[src/rtl/pkt_rx_pkg.sv]
package pkt_rx_pkg;

  localparam int          BYTE_W  = 8;
  localparam logic [7:0]  PRE_ONE = 8'h99;
  localparam logic [7:0]  PRE_TWO = 8'h88;

  typedef enum logic [2:0] {
    F_WAIT_HIGH,
    F_HUNT,
    F_START,
    F_DATA,
    F_STOP
  } frame_st_e;

  typedef enum logic [1:0] {
    P_PRE_ONE,
    P_PRE_TWO,
    P_PAYLOAD,
    P_CHECK
  } pkt_st_e;

endpackage

[src/rtl/pkt_rx_sync.sv]
module pkt_rx_sync #(
  parameter int   STAGES  = 2,
  parameter logic RST_VAL = 1'b1
) (
  input  logic clk_i,
  input  logic rst_ni,
  input  logic d_i,
  output logic q_o
);

  logic [STAGES-1:0] ff_q;

  always_ff @(posedge clk_i or negedge rst_ni) begin
    if (!rst_ni) begin
      ff_q <= {STAGES{RST_VAL}};
    end else begin
      ff_q <= {ff_q[STAGES-2:0], d_i};
    end
  end

  assign q_o = ff_q[STAGES-1];

endmodule

[src/rtl/pkt_rx_frame.sv]
module pkt_rx_frame
  import pkt_rx_pkg::*;
#(
  parameter int CLKS_PER_BIT = 1000,
  parameter int DATA_BITS    = BYTE_W
) (
  input  logic                 clk_i,
  input  logic                 rst_ni,
  input  logic                 line_i,
  output logic                 done_o,
  output logic                 ferr_o,
  output logic [DATA_BITS-1:0] byte_o
);

  localparam int CNT_W = (CLKS_PER_BIT > 2) ? $clog2(CLKS_PER_BIT) : 1;
  localparam int BIT_W = (DATA_BITS > 2) ? $clog2(DATA_BITS) : 1;
  localparam logic [CNT_W-1:0] FULL_LAST = CNT_W'(CLKS_PER_BIT - 1);
  localparam logic [CNT_W-1:0] HALF_LAST = CNT_W'(CLKS_PER_BIT / 2 - 1);
  localparam logic [BIT_W-1:0] BIT_LAST  = BIT_W'(DATA_BITS - 1);

  frame_st_e            st_q, st_d;
  logic [CNT_W-1:0]     cnt_q, cnt_d;
  logic [BIT_W-1:0]     bit_q, bit_d;
  logic [DATA_BITS-1:0] sh_q, sh_d;
  logic                 done_q, done_d;
  logic                 ferr_q, ferr_d;

  always_comb begin
    st_d   = st_q;
    cnt_d  = cnt_q;
    bit_d  = bit_q;
    sh_d   = sh_q;
    done_d = 1'b0;
    ferr_d = 1'b0;
    unique case (st_q)
      F_WAIT_HIGH: begin
        if (line_i) st_d = F_HUNT;
      end
      F_HUNT: begin
        if (!line_i) begin
          st_d  = F_START;
          cnt_d = '0;
        end
      end
      F_START: begin
        if (cnt_q == HALF_LAST) begin
          cnt_d = '0;
          bit_d = '0;
          if (!line_i) begin
            st_d = F_DATA;
          end else begin
            st_d   = F_WAIT_HIGH;
            ferr_d = 1'b1;
          end
        end else begin
          cnt_d = cnt_q + CNT_W'(1);
        end
      end
      F_DATA: begin
        if (cnt_q == FULL_LAST) begin
          cnt_d = '0;
          sh_d  = {line_i, sh_q[DATA_BITS-1:1]};
          if (bit_q == BIT_LAST) begin
            st_d = F_STOP;
          end else begin
            bit_d = bit_q + BIT_W'(1);
          end
        end else begin
          cnt_d = cnt_q + CNT_W'(1);
        end
      end
      F_STOP: begin
        if (cnt_q == FULL_LAST) begin
          cnt_d = '0;
          st_d  = F_WAIT_HIGH;
          if (line_i) done_d = 1'b1;
          else        ferr_d = 1'b1;
        end else begin
          cnt_d = cnt_q + CNT_W'(1);
        end
      end
      default: st_d = F_WAIT_HIGH;
    endcase
  end

  always_ff @(posedge clk_i or negedge rst_ni) begin
    if (!rst_ni) begin
      st_q   <= F_WAIT_HIGH;
      cnt_q  <= '0;
      bit_q  <= '0;
      sh_q   <= '0;
      done_q <= 1'b0;
      ferr_q <= 1'b0;
    end else begin
      st_q   <= st_d;
      cnt_q  <= cnt_d;
      bit_q  <= bit_d;
      sh_q   <= sh_d;
      done_q <= done_d;
      ferr_q <= ferr_d;
    end
  end

  assign done_o = done_q;
  assign ferr_o = ferr_q;
  assign byte_o = sh_q;

endmodule

[src/rtl/pkt_rx_seq.sv]
module pkt_rx_seq
  import pkt_rx_pkg::*;
(
  input  logic              clk_i,
  input  logic              rst_ni,
  input  logic              done_i,
  input  logic              ferr_i,
  input  logic [BYTE_W-1:0] byte_i,
  output logic [BYTE_W-1:0] data_o,
  output logic              valid_o,
  output logic              err_o
);

  pkt_st_e           stg_q, stg_d;
  logic [BYTE_W-1:0] pay_q, pay_d;
  logic [BYTE_W-1:0] out_q, out_d;
  logic              vld_q, vld_d;
  logic              err_q, err_d;
  logic              pay_en;
  logic              out_en;

  always_comb begin
    stg_d  = stg_q;
    pay_en = 1'b0;
    out_en = 1'b0;
    vld_d  = 1'b0;
    err_d  = 1'b0;
    if (ferr_i) begin
      stg_d = P_PRE_ONE;
    end else if (done_i) begin
      unique case (stg_q)
        P_PRE_ONE: if (byte_i == PRE_ONE) stg_d = P_PRE_TWO;
        P_PRE_TWO: stg_d = (byte_i == PRE_TWO) ? P_PAYLOAD : P_PRE_ONE;
        P_PAYLOAD: begin
          pay_en = 1'b1;
          stg_d  = P_CHECK;
        end
        P_CHECK: begin
          stg_d = P_PRE_ONE;
          if (byte_i == ~pay_q) begin
            out_en = 1'b1;
            vld_d  = 1'b1;
          end else begin
            err_d = 1'b1;
          end
        end
        default: stg_d = P_PRE_ONE;
      endcase
    end
  end

  assign pay_d = pay_en ? byte_i : pay_q;
  assign out_d = out_en ? pay_q  : out_q;

  always_ff @(posedge clk_i or negedge rst_ni) begin
    if (!rst_ni) begin
      stg_q <= P_PRE_ONE;
      pay_q <= '0;
      out_q <= '0;
      vld_q <= 1'b0;
      err_q <= 1'b0;
    end else begin
      stg_q <= stg_d;
      pay_q <= pay_d;
      out_q <= out_d;
      vld_q <= vld_d;
      err_q <= err_d;
    end
  end

  assign data_o  = out_q;
  assign valid_o = vld_q;
  assign err_o   = err_q;

endmodule

[src/rtl/pkt_sync_rx.sv]
module pkt_sync_rx
  import pkt_rx_pkg::*;
#(
  parameter int CLKS_PER_BIT = 1000,
  parameter int SYNC_STAGES  = 2
) (
  input  logic              clk_i,
  input  logic              rst_ni,
  input  logic              rx_i,
  output logic [BYTE_W-1:0] data_o,
  output logic              valid_o,
  output logic              err_o
);

  logic              line_s;
  logic              byte_done;
  logic              frame_err;
  logic [BYTE_W-1:0] byte_val;

  pkt_rx_sync #(
    .STAGES  (SYNC_STAGES),
    .RST_VAL (1'b1)
  ) sync_i (
    .clk_i  (clk_i),
    .rst_ni (rst_ni),
    .d_i    (rx_i),
    .q_o    (line_s)
  );

  pkt_rx_frame #(
    .CLKS_PER_BIT (CLKS_PER_BIT),
    .DATA_BITS    (BYTE_W)
  ) frame_i (
    .clk_i  (clk_i),
    .rst_ni (rst_ni),
    .line_i (line_s),
    .done_o (byte_done),
    .ferr_o (frame_err),
    .byte_o (byte_val)
  );

  pkt_rx_seq seq_i (
    .clk_i   (clk_i),
    .rst_ni  (rst_ni),
    .done_i  (byte_done),
    .ferr_i  (frame_err),
    .byte_i  (byte_val),
    .data_o  (data_o),
    .valid_o (valid_o),
    .err_o   (err_o)
  );

endmodule

[config.mk]
export PLATFORM = sky130hd
export DESIGN_NAME = pkt_sync_rx
export DESIGN_NICKNAME = d
export VERILOG_FILES = /design/src/rtl/pkt_rx_pkg.sv /design/src/rtl/pkt_rx_sync.sv /design/src/rtl/pkt_rx_frame.sv /design/src/rtl/pkt_rx_seq.sv /design/src/rtl/pkt_sync_rx.sv
export SDC_FILE = /design/constraint.sdc
export NUM_CORES = 1
export LEC_CHECK = 0
export CORE_MARGIN = 3
export CORE_UTILIZATION = 59
export CTS_CLUSTER_SIZE = 30
export DETAILED_ROUTE_END_ITERATION = 10
export GPL_ROUTABILITY_DRIVEN = 0
export GPL_TIMING_DRIVEN = 0
export HOLD_SLACK_MARGIN = 0.03
export PLACE_DENSITY = 0.9
export SLEW_MARGIN = 0
export SYNTH_ARGS = -nofsm -noshare
export SYNTH_HDL_FRONTEND = slang
export SYNTH_HIERARCHICAL = 1
export SYNTH_SLANG_ARGS = --single-unit
[constraint.sdc]
create_clock -name clk_i -period 2.2 [get_ports clk_i]
set_clock_uncertainty 0.1 [all_clocks]
set_input_delay 0.44 -clock clk_i [delete_from_list [all_inputs] [get_ports clk_i]]
set_output_delay 0.44 -clock clk_i [all_outputs]
set_load 0.005 [all_outputs]
; ---- Word-level counts from Yosys, hierarchy flattened
; Cells that the tools add are included.
[word_totals]
output_inout_bits = 10
input_bits = 3
word_cells = 86
reg_bits = 48
[classes]
bitwise = 1
reduce_logical = 11
n_addsub = 2
n_eq_ne = 21
mux = 39
[ops]
columns = op, count
row1 = 10-bit two-way mux, 3
row2 = 10-bit case mux with 3 select lines, 1
row3 = 3-bit two-way mux, 9
row4 = 1-bit two-way mux, 17
row5 = "8-bit equality test, second input constant", 2
row6 = 3-bit case mux with 5 select lines, 1
row7 = "10-bit by 1-bit adder with 10-bit output, second input constant", 1
row8 = "10-bit equality test, second input constant", 1
row9 = "10-bit by 9-bit equality test with 1-bit output, second input constant", 1
row10 = 2-bit two-way mux, 5
row11 = 8-bit equality test, 1
row12 = "2-bit by 1-bit inequality test with 1-bit output, second input constant", 4
row13 = 8-bit inverter, 1
row14 = 2-bit case mux with 4 select lines, 1
row15 = "3-bit by 2-bit equality test with 1-bit output, second input constant", 2
row16 = "3-bit equality test, second input constant", 2
row17 = "2-bit inequality test, second input constant", 3
row18 = 3-bit case mux with 2 select lines, 1
row19 = 2-bit AND reduction, 3
row20 = 6-bit AND reduction, 1
row21 = "2-bit equality test, second input constant", 2
row22 = 4-bit AND reduction, 1
row23 = 2-bit nonzero test, 2
row24 = "3-bit by 1-bit adder with 3-bit output, second input constant", 1
row25 = other kinds (8), 8

; ---- Logic depth before layout (Yosys ltp)
; Gate-level depths: netlist of run 1.
[depth]
word_depth = 6
mapped_depth = 7
mapped_depth_nobuf = 6

; ---- Modules after synthesis
; The synthesis of run 1 kept the hierarchy.
[modules_own_cells]
columns = mod, area_each_um2, cells_per_inst, seq_area_each_um2, instances
row1 = pkt_rx_frame, 1482.7, 140, 650.6, 1
row2 = pkt_rx_seq, 880.8, 63, 500.5, 1
row3 = pkt_rx_sync, 52.6, 2, 52.6, 1

; ---- Worst setup path before layout of run 1
; No wires, ideal clock.
[synth_timing]
kind = register to register
startpoint = reg frame_i.cnt_q[2]
endpoint = reg frame_i.cnt_q[3]
setup_slack_ns = 0.381
n_path_buf = 2
path_stages_with_launch = 8
period_less_slack_ns = 1.819
required_ns = 1.970
t_arrival_ns = 1.590
setup_ns = 0.130
path_cell_list = dfrtp_1 buf_6 nor4b_4 nor2_1 o41a_1 buf_6 nor3_4 o22ai_1
[synth_via]
elab_chain_len = 3
word_cells_on_any_way = 6
[synth_rtl]
columns = element, line_no
row1 = start: declaration, pkt_rx_frame.sv:22  ; logic [CNT_W-1:0] cnt_q, cnt_d;
row2 = start signal: assignment, pkt_rx_frame.sv:96  ; cnt_q <= cnt_d;
row3 = 10-bit by 1-bit adder with 10-bit output (tied with other cells), "pkt_rx_frame.sv:56, pkt_rx_frame.sv:69, pkt_rx_frame.sv:79"
row4 = "10-bit two-way mux, on equally long branches", "pkt_rx_frame.sv:60, pkt_rx_frame.sv:73, pkt_rx_frame.sv:46"
row5 = 10-bit case mux with 3 select lines (*), pkt_rx_frame.sv:35  ; unique case (st_q)
; Every way passes the cells marked *; elsewhere a longest branch is shown, timed or not.
; A chain may end at the register's enable or synchronous reset.

; ---- Final worst setup path of run 1
[layout_timing]
startpoint = reg frame_i.cnt_q[0]
endpoint = reg frame_i.sh_q[2] (netlist: frame_i/byte_o[2])
[layout_via]
elab_chain_len = 2
[layout_rtl]
columns = element, line_no
row1 = 10-bit equality test, pkt_rx_frame.sv:60  ; if (cnt_q == FULL_LAST) begin
row2 = 2-bit AND reduction (no source line), n/a
row3 = end signal: assignment, pkt_rx_frame.sv:91  ; sh_q <= '0;
row4 = end signal: assignment, pkt_rx_frame.sv:98  ; sh_q <= sh_d;
row5 = end: declaration, pkt_rx_frame.sv:24  ; logic [DATA_BITS-1:0] sh_q, sh_d;
; Every way passes these cells.

==> run_results.csv, run 1 <==
group,metric,value,unit
timing,tns,0,ns
logic_synthesis,ys_types,49,
cts,numCtsBuffers,5,
cts,root_buffer,"clkbuf_8",
logic_synthesis,synth_ff_type,"dfrtp_1",
logic_synthesis,yosys_warnings,6,
logic_synthesis,syn_avg_cell_area,11.8,um^2
logic_synthesis,syn_inst,205,
cells_and_area,area_growth,12.4,%
global_routing,grt_use_total,0.192,
timing,rsz0062_at_grt,"no",
timing,timing.final.crit_share,0.929,
logic_synthesis,synthXorXnorAreaFrac,0.0290,
power,p_leak,0.00123,uW
cells_and_area,num-nets-final,232,
cts,cts_setup_buffers,0,
power,switching_power,528,uW
timing,tightest_slew,0.547,ns
detailed_routing,routedWlPerCell,15.7,um
global_routing,grt-ovfl-total,0,
detailed_routing,drt_iter0_markers,117,
min_path,hold_class,"reg2reg",
worst_setup_path,path_max_fanout,8,
cells_and_area,antennaDiodeCount,0,
timing,max_clock_freq,489,MHz
global_routing,grtUsageMet2,0.284,
cts,cts_sinks,48,
timing,period_needed,2.04,ns
cts,cts_tree,"yes",
power,power.combinational.fraction,0.159,
logic_synthesis,synth.top_cell.area_share,0.476,
floorplan,die_h,70.0,um
placed_design,dp_hpwl,3010,um
logic_synthesis,synthArstFlopShare,1.00,
floorplan,die_area,0.00490,mm^2
placed_design,place_inst,266,
detailed_routing,via_per_inst,5.96,
detailed_routing,drt_pass1_iterations,4,
timing,setup_ws,0.157,ns
power,sw_frac_of_total,0.289,
logic_synthesis,synth.area.top_cells,"dfrtp_1 48%, mux2_2 12%, xor2_1 2.9%",
global_routing,grt_pass1_vias,1588,
global_routing,grtUsageMet3,0.0360,
global_routing,grt_pass1_wl,7510,um
timing,setup_violations,0,
timing,slew_violations,0,
floorplan,rows,22,
cells_and_area,seqCellArea,0.00120,mm^2
power,intPower,1300,uW
global_routing,busiest_layer,"met2",
timing,maxSlewHeadroom,0.630,
global_routing,antenna_found_initial,0,
floorplan,initial_core_util,0.636,
power,pwr_density_cell,672,mW/mm^2
global_routing,grt_max_degree,36,
floorplan,core_area,0.00380,mm^2
logic_synthesis,synth_top_family_by_area,"simple AND/OR/NAND/NOR gates",
run_status,outcome,"complete, no violations",
logic_synthesis,synth_common_cells,"46 x dfrtp_1, 25 x mux2_2, 15 x nand2_1, 11 x o21ai_0, 10 x nor2_1",
logic_synthesis,synth_mux_area_frac,0.125,
logic_synthesis,synth_fa_ha_area_frac,0.0155,
placed_design,port_buffers,12,
logic_synthesis,syn_nets,211,
worst_setup_path,critPathKind,"reg2reg",
cells_and_area,multi_input_area,0.00115,mm^2
logic_synthesis,ys_ff_latch,48,
worst_setup_path,arrival,2.14,ns
power,clockPowerShare,0.290,
power,ir_drop,0.000388,V
flow_run,maxCapViolations,0,
cells_and_area,drive_above_1_share,0.264,
cells_and_area,final_core_utilization,0.715,
timing,fin_hold_ws,0.262,ns
logic_synthesis,synth_edf_count,0,
placed_design,pre_cts_slack,0.128,ns
worst_setup_path,crit_required,2.30,ns
cts,htreeDepth,2,
timing,hold_violations,0,
cells_and_area,layout.cells.non_filler,275,
detailed_routing,postRouteWirelength,4320,um
logic_synthesis,netlist_area,0.00242,mm^2
logic_synthesis,ys_seq_area_frac,0.498,
global_routing,met1_usage,0.274,
logic_synthesis,synth_top_area_cell,"dfrtp_1",
logic_synthesis,yosys.area_share.simple,0.193,
detailed_routing,drcViolationCount,0,
floorplan,ioPinCount,13,
worst_setup_path,end_kind,"register",
detailed_routing,ant_nets,0,
cts,path_clk_slew,0.09,ns
cts,clk_latency,0.31,ns
floorplan,die_w,70.0,um
cells_and_area,n_fill_cell,271,
logic_synthesis,synth-compound-area-share,0.112,
logic_synthesis,yosysMostFrequentCell,"dfrtp_1",
cts,clock_tree.buffer_depth,2,
worst_setup_path,crit_path_start_kind,"register",
detailed_routing,vias,1639,
power,seq_power_share,0.551,
==> worst max-delay path, cell delays in order, from the launching register on <==
cell and delay [ns]:
dfrtp_1 0.41, ha_1 0.26, nand2_1 0.13, nor4_2 0.41, nand3_2 0.27, mux2_2 0.35
==> routing by layer <==
metal  vias to the layer above  part of all wire  wire length (um)
li1                        801                 -                 -
met1                       796              0.48              2050
met2                        37              0.47              2010
met3                         5             0.044               191
met4                         0             0.015                66
met5                         -                 0                 0
==> path summary, 6_finish.rpt <==
kind / cells past startpoint / from / end / slack, ns
max: 5 / frame_i/cnt_q[0] / frame_i/byte_o[2] / 0.16
max reg2reg: 5 / frame_i/cnt_q[0] / frame_i/byte_o[2] / 0.16
min reg2reg: 0 / sync_i/ff_q[0] / sync_i/ff_q[1] / 0.26
max in group asynchronous: 3 / rst_ni / frame_i/cnt_q[9] / 1.07
min: 0 / sync_i/ff_q[0] / sync_i/ff_q[1] / 0.26
min in group asynchronous: 2 / rst_ni / seq_i/valid_o / 0.45
==> power by group through the flow <==
stage	registers [uW]	logic, uW	clock network (uW)
after global placement	1020	277	0
after global routing	1020	323	574
after detailed placement	1020	288	0
final	1010	290	529
after CTS	1010	291	544
after floorplan	1010	224	0
==> cell usage in the layout (no fill, tap or decap), types with 4 or more instances in the layout <==
cell type and instances:
dfrtp_1 46, mux2_2 25, nand2_1 15, o21ai_0 11, clkdlybuf4s50_1 11, nor2_1 9
nor3_1 8, xor2_1 8, o211ai_1 6, a22o_1 6, clkbuf_8 5, nand4_1 5
a21oi_1 5, buf_6 4, nand3_1 4
==> cell type report <==
cell class | count | share of cell area
clock inverters | 3 | 0.00875
well taps | 48 | 0.0221
flip-flops and latches | 48 | 0.443
repair buffers | 14 | 0.0534
clock buffers | 5 | 0.0253
plain buffers | 8 | 0.0235
multi-input cells | 148 | 0.422
inverters | 1 | 0.00138
==> through the flow <==
stage	instance area [um^2]	power [uW]
global placement	2600	1300
global route	2720	1910
detailed placement	2610	1310
CTS	2710	1840
floorplan	2420	1230
finish	2720	1830
==> sequential cells by signal, summed over array words and instances (netlist names), 2 cells and up <==
register,count
frame_i/cnt_q,10
frame_i/byte_o,8
seq_i/data_o,8
seq_i/pay_q,8
frame_i/bit_q,3
frame_i/st_q,3
seq_i/stg_q,2
sync_i/ff_q,2
==> timing repair <==
| item | in CTS | in global routing |
|---|---|---|
| setup endpoints to repair | 0 | 1 |
| hold buffers | 1 | 0 |
| endpoints found under the hold margin | 11 | 0 |
| gates resized for setup | 0 | 1 |
==> logic make-up after synthesis <==
| group | after synthesis |
|---|---|
| buffers and inverters | 9 |
| muxes | 27 |
| adders and majority gates | 3 |
| DFF | 48 |
| and+or+nand+nor | 73 |
| xor gates and xnor gates | 8 |
| AOI/OAI and AO/OA | 37 |
Note: power is estimated with default switching activity, not from simulation.
==> inputs of run 2 (changes only) <==
--- a/config.mk
+++ b/config.mk
@@ -5,6 +5,7 @@
 export SDC_FILE = /design/constraint.sdc
 export NUM_CORES = 1
 export LEC_CHECK = 0
+export CORE_ASPECT_RATIO = 2
 export CORE_MARGIN = 3
 export CORE_UTILIZATION = 59
 export CTS_CLUSTER_SIZE = 30
@@ -12,6 +13,7 @@
 export GPL_ROUTABILITY_DRIVEN = 0
 export GPL_TIMING_DRIVEN = 0
 export HOLD_SLACK_MARGIN = 0.03
+export MAX_ROUTING_LAYER = met4
 export PLACE_DENSITY = 0.9
 export SLEW_MARGIN = 0
 export SYNTH_ARGS = -nofsm -noshare
==> run 2 against run 1 <==
  * Cell count rose by 1.1%
  * Wire length grew 9.1%
  * Register-to-register slack improved by 0.04 ns
  * Design area is 1.0% higher
  * Clock power grew 18%
  * Critical endpoint is now frame_i/cnt_q[4]
  * Largest cell class unchanged
==> run_results.csv, run 2 (synthesis gave the netlist of run 1 again) <==
group,metric,value,unit
global_routing,grt_pass1_wl,8110,um
timing,timing.final.crit_share,0.910,
floorplan,initial_core_util,0.622,
detailed_routing,drt_iter0_markers,32,
cts,clock_tree.buffer_depth,2,
detailed_routing,via_per_inst,6.14,
power,sw_frac_of_total,0.271,
worst_setup_path,arrival,2.08,ns
timing,period_needed,2.00,ns
floorplan,ioPinCount,13,
timing,fin_hold_ws,0.260,ns
global_routing,grtUsageMet2,0.404,
placed_design,port_buffers,12,
timing,setup_violations,0,
timing,setup_ws,0.197,ns
cts,numCtsBuffers,5,
timing,maxSlewHeadroom,0.650,
power,switching_power,525,uW
detailed_routing,drt_pass1_iterations,4,
timing,tns,0,ns
worst_setup_path,cp_slowest_cell,"dfrtp_1",
run_status,outcome,"complete, no violations",
cts,path_clk_slew,0.08,ns
detailed_routing,drcViolationCount,0,
floorplan,die_area,0.00495,mm^2
cells_and_area,layout.cells.non_filler,278,
placed_design,dp_hpwl,3520,um
worst_setup_path,path_max_fanout,10,
global_routing,grt-ovfl-total,0,
worst_setup_path,crit_path_start_kind,"register",
cells_and_area,num-nets-final,232,
timing,rsz0062_at_grt,"no",
detailed_routing,ant_nets,0,
worst_setup_path,cp_cell_sequence,"ha_1 -> nand2_1 -> o41a_1 -> buf_6 -> nor3_4 -> o22ai_1",
floorplan,die_h,96.5,um
cells_and_area,area_growth,13.6,%
power,ir_drop,0.000635,V
cells_and_area,final_cell_mix,"46 x dfrtp_1, 25 x mux2_2, 15 x nand2_1",
cts,cts_tree,"yes",
power,clockPowerShare,0.321,
global_routing,grt_use_total,0.228,
detailed_routing,vias,1706,
detailed_routing,routedWlPerCell,17.0,um
worst_setup_path,end_kind,"register",
floorplan,rows,32,
floorplan,die_w,51.3,um
power,power.combinational.fraction,0.155,
global_routing,met1_usage,0.227,
cts,htreeDepth,2,
global_routing,antenna_found_initial,0,
floorplan,core_area,0.00388,mm^2
worst_setup_path,critPathKind,"reg2reg",
global_routing,busiest_layer,"met2",
power,pwr_density_cell,706,mW/mm^2
cells_and_area,n_fill_cell,294,
cts,root_buffer,"clkbuf_8",
flow_run,maxCapViolations,0,
placed_design,place_inst,269,
detailed_routing,postRouteWirelength,4710,um
cts,cts_setup_buffers,0,
worst_setup_path,slowest_delay,0.41,ns
min_path,hold_class,"reg2reg",
cells_and_area,final_common_cell,"dfrtp_1",
timing,tightest_slew,0.520,ns
power,p_leak,0.00125,uW
global_routing,grt_max_degree,30,
timing,max_clock_freq,499,MHz
global_routing,grtUsageMet3,0.0461,
placed_design,pre_cts_slack,0.134,ns
power,p_total,1940,uW
timing,slew_violations,0,
cts,cts_sinks,48,
timing,hold_violations,0,
cells_and_area,largest_reg_flops,10,
cts,clk_latency,0.30,ns
power,intPower,1410,uW
global_routing,grt_pass1_vias,1774,
worst_setup_path,crit_required,2.28,ns
power,seq_power_share,0.523,
cells_and_area,drive_above_1_share,0.260,
cells_and_area,antennaDiodeCount,0,
cells_and_area,regMostFlops,"frame_i/cnt_q",
==> run 2: path summary, 6_finish.rpt <==
| path | startpoint | endpoint | slack [ns] | cells after the start |
|---|---|---|---|---|
| setup reg to reg | frame_i/cnt_q[0] | frame_i/cnt_q[4] | 0.20 | 6 |
| setup / recovery | frame_i/cnt_q[0] | frame_i/cnt_q[4] | 0.20 | 6 |
| min in group asynchronous | rst_ni | seq_i/err_o | 0.52 | 2 |
| hold reg to reg | sync_i/ff_q[0] | sync_i/ff_q[1] | 0.26 | 0 |
| max in group asynchronous | rst_ni | frame_i/cnt_q[4] | 0.97 | 3 |
| hold / removal | sync_i/ff_q[0] | sync_i/ff_q[1] | 0.26 | 0 |
==> run 2: final cells by class <==
cell class              count  area, um^2  area share
plain buffers               8        63.8      0.0233
clock buffers               6        72.6      0.0264
clock inverters             2        35.0      0.0128
inverters                   1        3.75     0.00137
multi-input cells         148        1160       0.421
flip-flops and latches     48        1200       0.439
well taps                  51        63.8      0.0233
repair buffers             14         145      0.0529
==> run 2: worst max-delay path: cells and delay by family (launching register included) <==
kind            cells  cell delay, ns
flops               1            0.41
simple gates        2            0.43
compound gates      2            0.51
fa+ha+maj           1            0.26
buf+inv             1            0.16
==> run 2: power by group through the flow <==
| stage | registers, uW | clock network (uW) | logic (uW) |
|---|---|---|---|
| 2_1_floorplan | 1010 | 0 | 224 |
| 3_3_place_gp | 1020 | 0 | 279 |
| 3_5_place_dp | 1030 | 0 | 292 |
| 4_1_cts | 1010 | 638 | 297 |
| 5_1_grt | 1020 | 667 | 337 |
| 6_report | 1010 | 622 | 301 |
==> run 2: routing by layer <==
| metal | vias up | part of all wire |
|---|---|---|
| met1 | 845 | 0.36 |
| met5 | - | 0 |
| li1 | 803 | - |
| met2 | 45 | 0.57 |
| met3 | 13 | 0.034 |
| met4 | 0 | 0.039 |
==> run 2: per-stage QoR <==
stage | utilization | area (um^2)
CTS | 0.704 | 2730
global route | 0.707 | 2740
detailed placement | 0.673 | 2620
finish | 0.707 | 2740
global placement | 0.669 | 2600
floorplan | - | 2420
==> run 2: repair_timing <==
action | in CTS | in global routing
endpoints found under the hold margin | 17 | 0
gates resized for setup | 0 | 2
endpoints found under the setup margin | 0 | 12
hold buffers | 1 | 0
==> inputs of run 3 (changes only) <==
--- a/config.mk
+++ b/config.mk
@@ -5,16 +5,18 @@
 export SDC_FILE = /design/constraint.sdc
 export NUM_CORES = 1
 export LEC_CHECK = 0
+export CAP_MARGIN = 20
 export CORE_ASPECT_RATIO = 2
 export CORE_MARGIN = 3
-export CORE_UTILIZATION = 59
+export CORE_UTILIZATION = 60
 export CTS_CLUSTER_SIZE = 30
 export DETAILED_ROUTE_END_ITERATION = 10
+export DONT_BUFFER_PORTS = 1
 export GPL_ROUTABILITY_DRIVEN = 0
 export GPL_TIMING_DRIVEN = 0
 export HOLD_SLACK_MARGIN = 0.03
 export MAX_ROUTING_LAYER = met4
-export PLACE_DENSITY = 0.9
+export PLACE_DENSITY = 0.87
 export SLEW_MARGIN = 0
 export SYNTH_ARGS = -nofsm -noshare
 export SYNTH_HDL_FRONTEND = slang
==> run 3 against run 2 <==
  * Setup slack worse by 0.046 ns
  * Hold slack worse by 0.0015 ns
  * Combinational power decreased by 2%
  * Register-to-register slack got worse by 0.05 ns
  * Clock-buffer cell count fell by 1
==> run_results.csv, run 3 (synthesis gave the netlist of run 1 again) <==
group,metric,value,unit
cells_and_area,final_common_cell,"dfrtp_1",
worst_setup_path,end_kind,"register",
global_routing,grt-ovfl-total,0,
worst_setup_path,path_max_fanout,8,
cells_and_area,largest_reg_flops,10,
worst_setup_path,critPathKind,"reg2reg",
detailed_routing,drt_iter0_markers,47,
floorplan,die_w,50.9,um
worst_setup_path,critPathTopFamily,"simple AND/OR/NAND/NOR gates",
power,pwr_density_cell,764,mW/mm^2
min_path,holdCritStartpoint,"sync_i/ff_q[0]",
flow_run,maxCapViolations,0,
detailed_routing,via_per_inst,6.33,
min_path,hold_class,"reg2reg",
worst_setup_path,timing.rr.start,"frame_i/cnt_q[0]",
cts,cts_sinks,48,
timing,setup_violations,0,
timing,maxSlewHeadroom,0.622,
placed_design,port_buffers,0,
timing,max_clock_freq,488,MHz
worst_setup_path,r2r_setup_slack,0.15,ns
floorplan,initial_core_util,0.622,
floorplan,die_h,95.7,um
worst_setup_path,cp_slowest_cell,"dfrtp_1",
timing,tns,0,ns
worst_setup_path,reg2reg_to,"frame_i/cnt_q[4]",
floorplan,die_area,0.00487,mm^2
timing,hold_violations,0,
detailed_routing,drcViolationCount,0,
cts,cts_tree,"yes",
timing,period_needed,2.05,ns
power,p_leak,0.00122,uW
cells_and_area,n_fill_cell,302,
worst_setup_path,crit_required,2.28,ns
worst_setup_path,cp_cell_sequence,"ha_1 -> nand2_1 -> nor4_2 -> nor2_2 -> nor3_4 -> o22ai_1",
global_routing,grt_pass1_wl,7700,um
cts,numCtsBuffers,5,
cts,path_clk_slew,0.08,ns
cells_and_area,seqCellArea,0.00120,mm^2
floorplan,rows,32,
min_path,hold_path_end,"sync_i/ff_q[1]",
cells_and_area,area_growth,10.0,%
detailed_routing,postRouteWirelength,4740,um
worst_setup_path,crit_path_start_kind,"register",
run_status,outcome,"complete, no violations",
power,ir_drop,0.000586,V
cells_and_area,multi_input_area,0.00115,mm^2
timing,slew_violations,0,
worst_setup_path,r2r_cells,6,
detailed_routing,ant_nets,0,
timing,timing.final.crit_share,0.931,
cells_and_area,antennaDiodeCount,0,
cts,cts_setup_buffers,0,
floorplan,ioPinCount,13,
detailed_routing,drt_pass1_iterations,4,
cts,root_buffer,"clkbuf_8",
cells_and_area,num-nets-final,221,
timing,rsz0062_at_grt,"no",
cells_and_area,regMostFlops,"frame_i/cnt_q",
global_routing,antenna_found_initial,0,
worst_setup_path,path_depth,6,
detailed_routing,routedWlPerCell,17.8,um
global_routing,grt_pass1_vias,1699,
min_path,whs_path_depth,0,
detailed_routing,vias,1684,
floorplan,core_area,0.00388,mm^2
cts,clock_tree.buffer_depth,2,
cts,htreeDepth,2,
worst_setup_path,slowest_delay,0.42,ns
cts,clk_latency,0.30,ns
cells_and_area,final_core_utilization,0.685,
cells_and_area,final_cell_mix,"46 x dfrtp_1, 25 x mux2_2, 15 x nand2_1",
placed_design,dp_hpwl,3410,um
global_routing,grt_max_degree,49,
worst_setup_path,cp_num_buf_inv,0,
worst_setup_path,arrival,2.13,ns
cells_and_area,drive_above_1_share,0.270,
timing,tightest_slew,0.566,ns
timing,fin_hold_ws,0.258,ns
global_routing,grt_use_total,0.223,
[run 3: power by group]
part,switching [uW],leakage [uW],internal [uW]
sequential,62.8,0.000641,945
clock,283,0.0000642,447
combinational,165,0.000515,129
total,511,0.00122,1520
[run 3: stage by stage]
stage	cell area, um^2	cells	worst slack (ns)	power [uW]
after global routing	2660	266	0.0741	2110
after detailed placement	2480	256	0.111	1290
final	2660	266	0.151	2030
after floorplan	2420	205	0.381	1230
after CTS	2660	266	0.107	2040
after global placement	2480	256	0.152	1280
[run 3: per-layer routing]
| metal | track usage | share of wire | vias to the layer above | wire [um] |
|---|---|---|---|---|
| met5 | - | 0 | - | 0 |
| met4 | 0.130 | 0.029 | 0 | 138 |
| met3 | 0.0326 | 0.032 | 11 | 151 |
| met2 | 0.422 | 0.60 | 48 | 2840 |
| met1 | 0.203 | 0.34 | 848 | 1610 |
| li1 | - | - | 777 | - |
[run 3: timing repair]
item | CTS | global route
setup endpoints to repair | 0 | 4
endpoints found under the hold margin | 49 | 0
hold buffers | 3 | 0
gates resized for setup | 0 | 1
[run 3: worst max-delay path by stage]
stage                          start                to  slack [ns]
floorplan           frame_i/cnt_q[2]  frame_i/cnt_q[3]        0.38
global route        frame_i/cnt_q[0]  frame_i/cnt_q[2]        0.07
finish              frame_i/cnt_q[0]  frame_i/cnt_q[4]        0.15
global placement      sync_i/ff_q[1]  frame_i/cnt_q[4]        0.15
detailed placement    sync_i/ff_q[1]  frame_i/cnt_q[4]        0.11
CTS                   sync_i/ff_q[1]  frame_i/cnt_q[4]        0.11
[run 3: layout make-up]
class / count / share of cell area
plain buffers: 8 / 0.0240
clock buffers: 5 / 0.0259
clock inverters: 2 / 0.0226
inverters: 1 / 0.00141
multi-input cells: 148 / 0.432
flip-flops and latches: 48 / 0.453
well taps: 51 / 0.0240
repair buffers: 3 / 0.0179
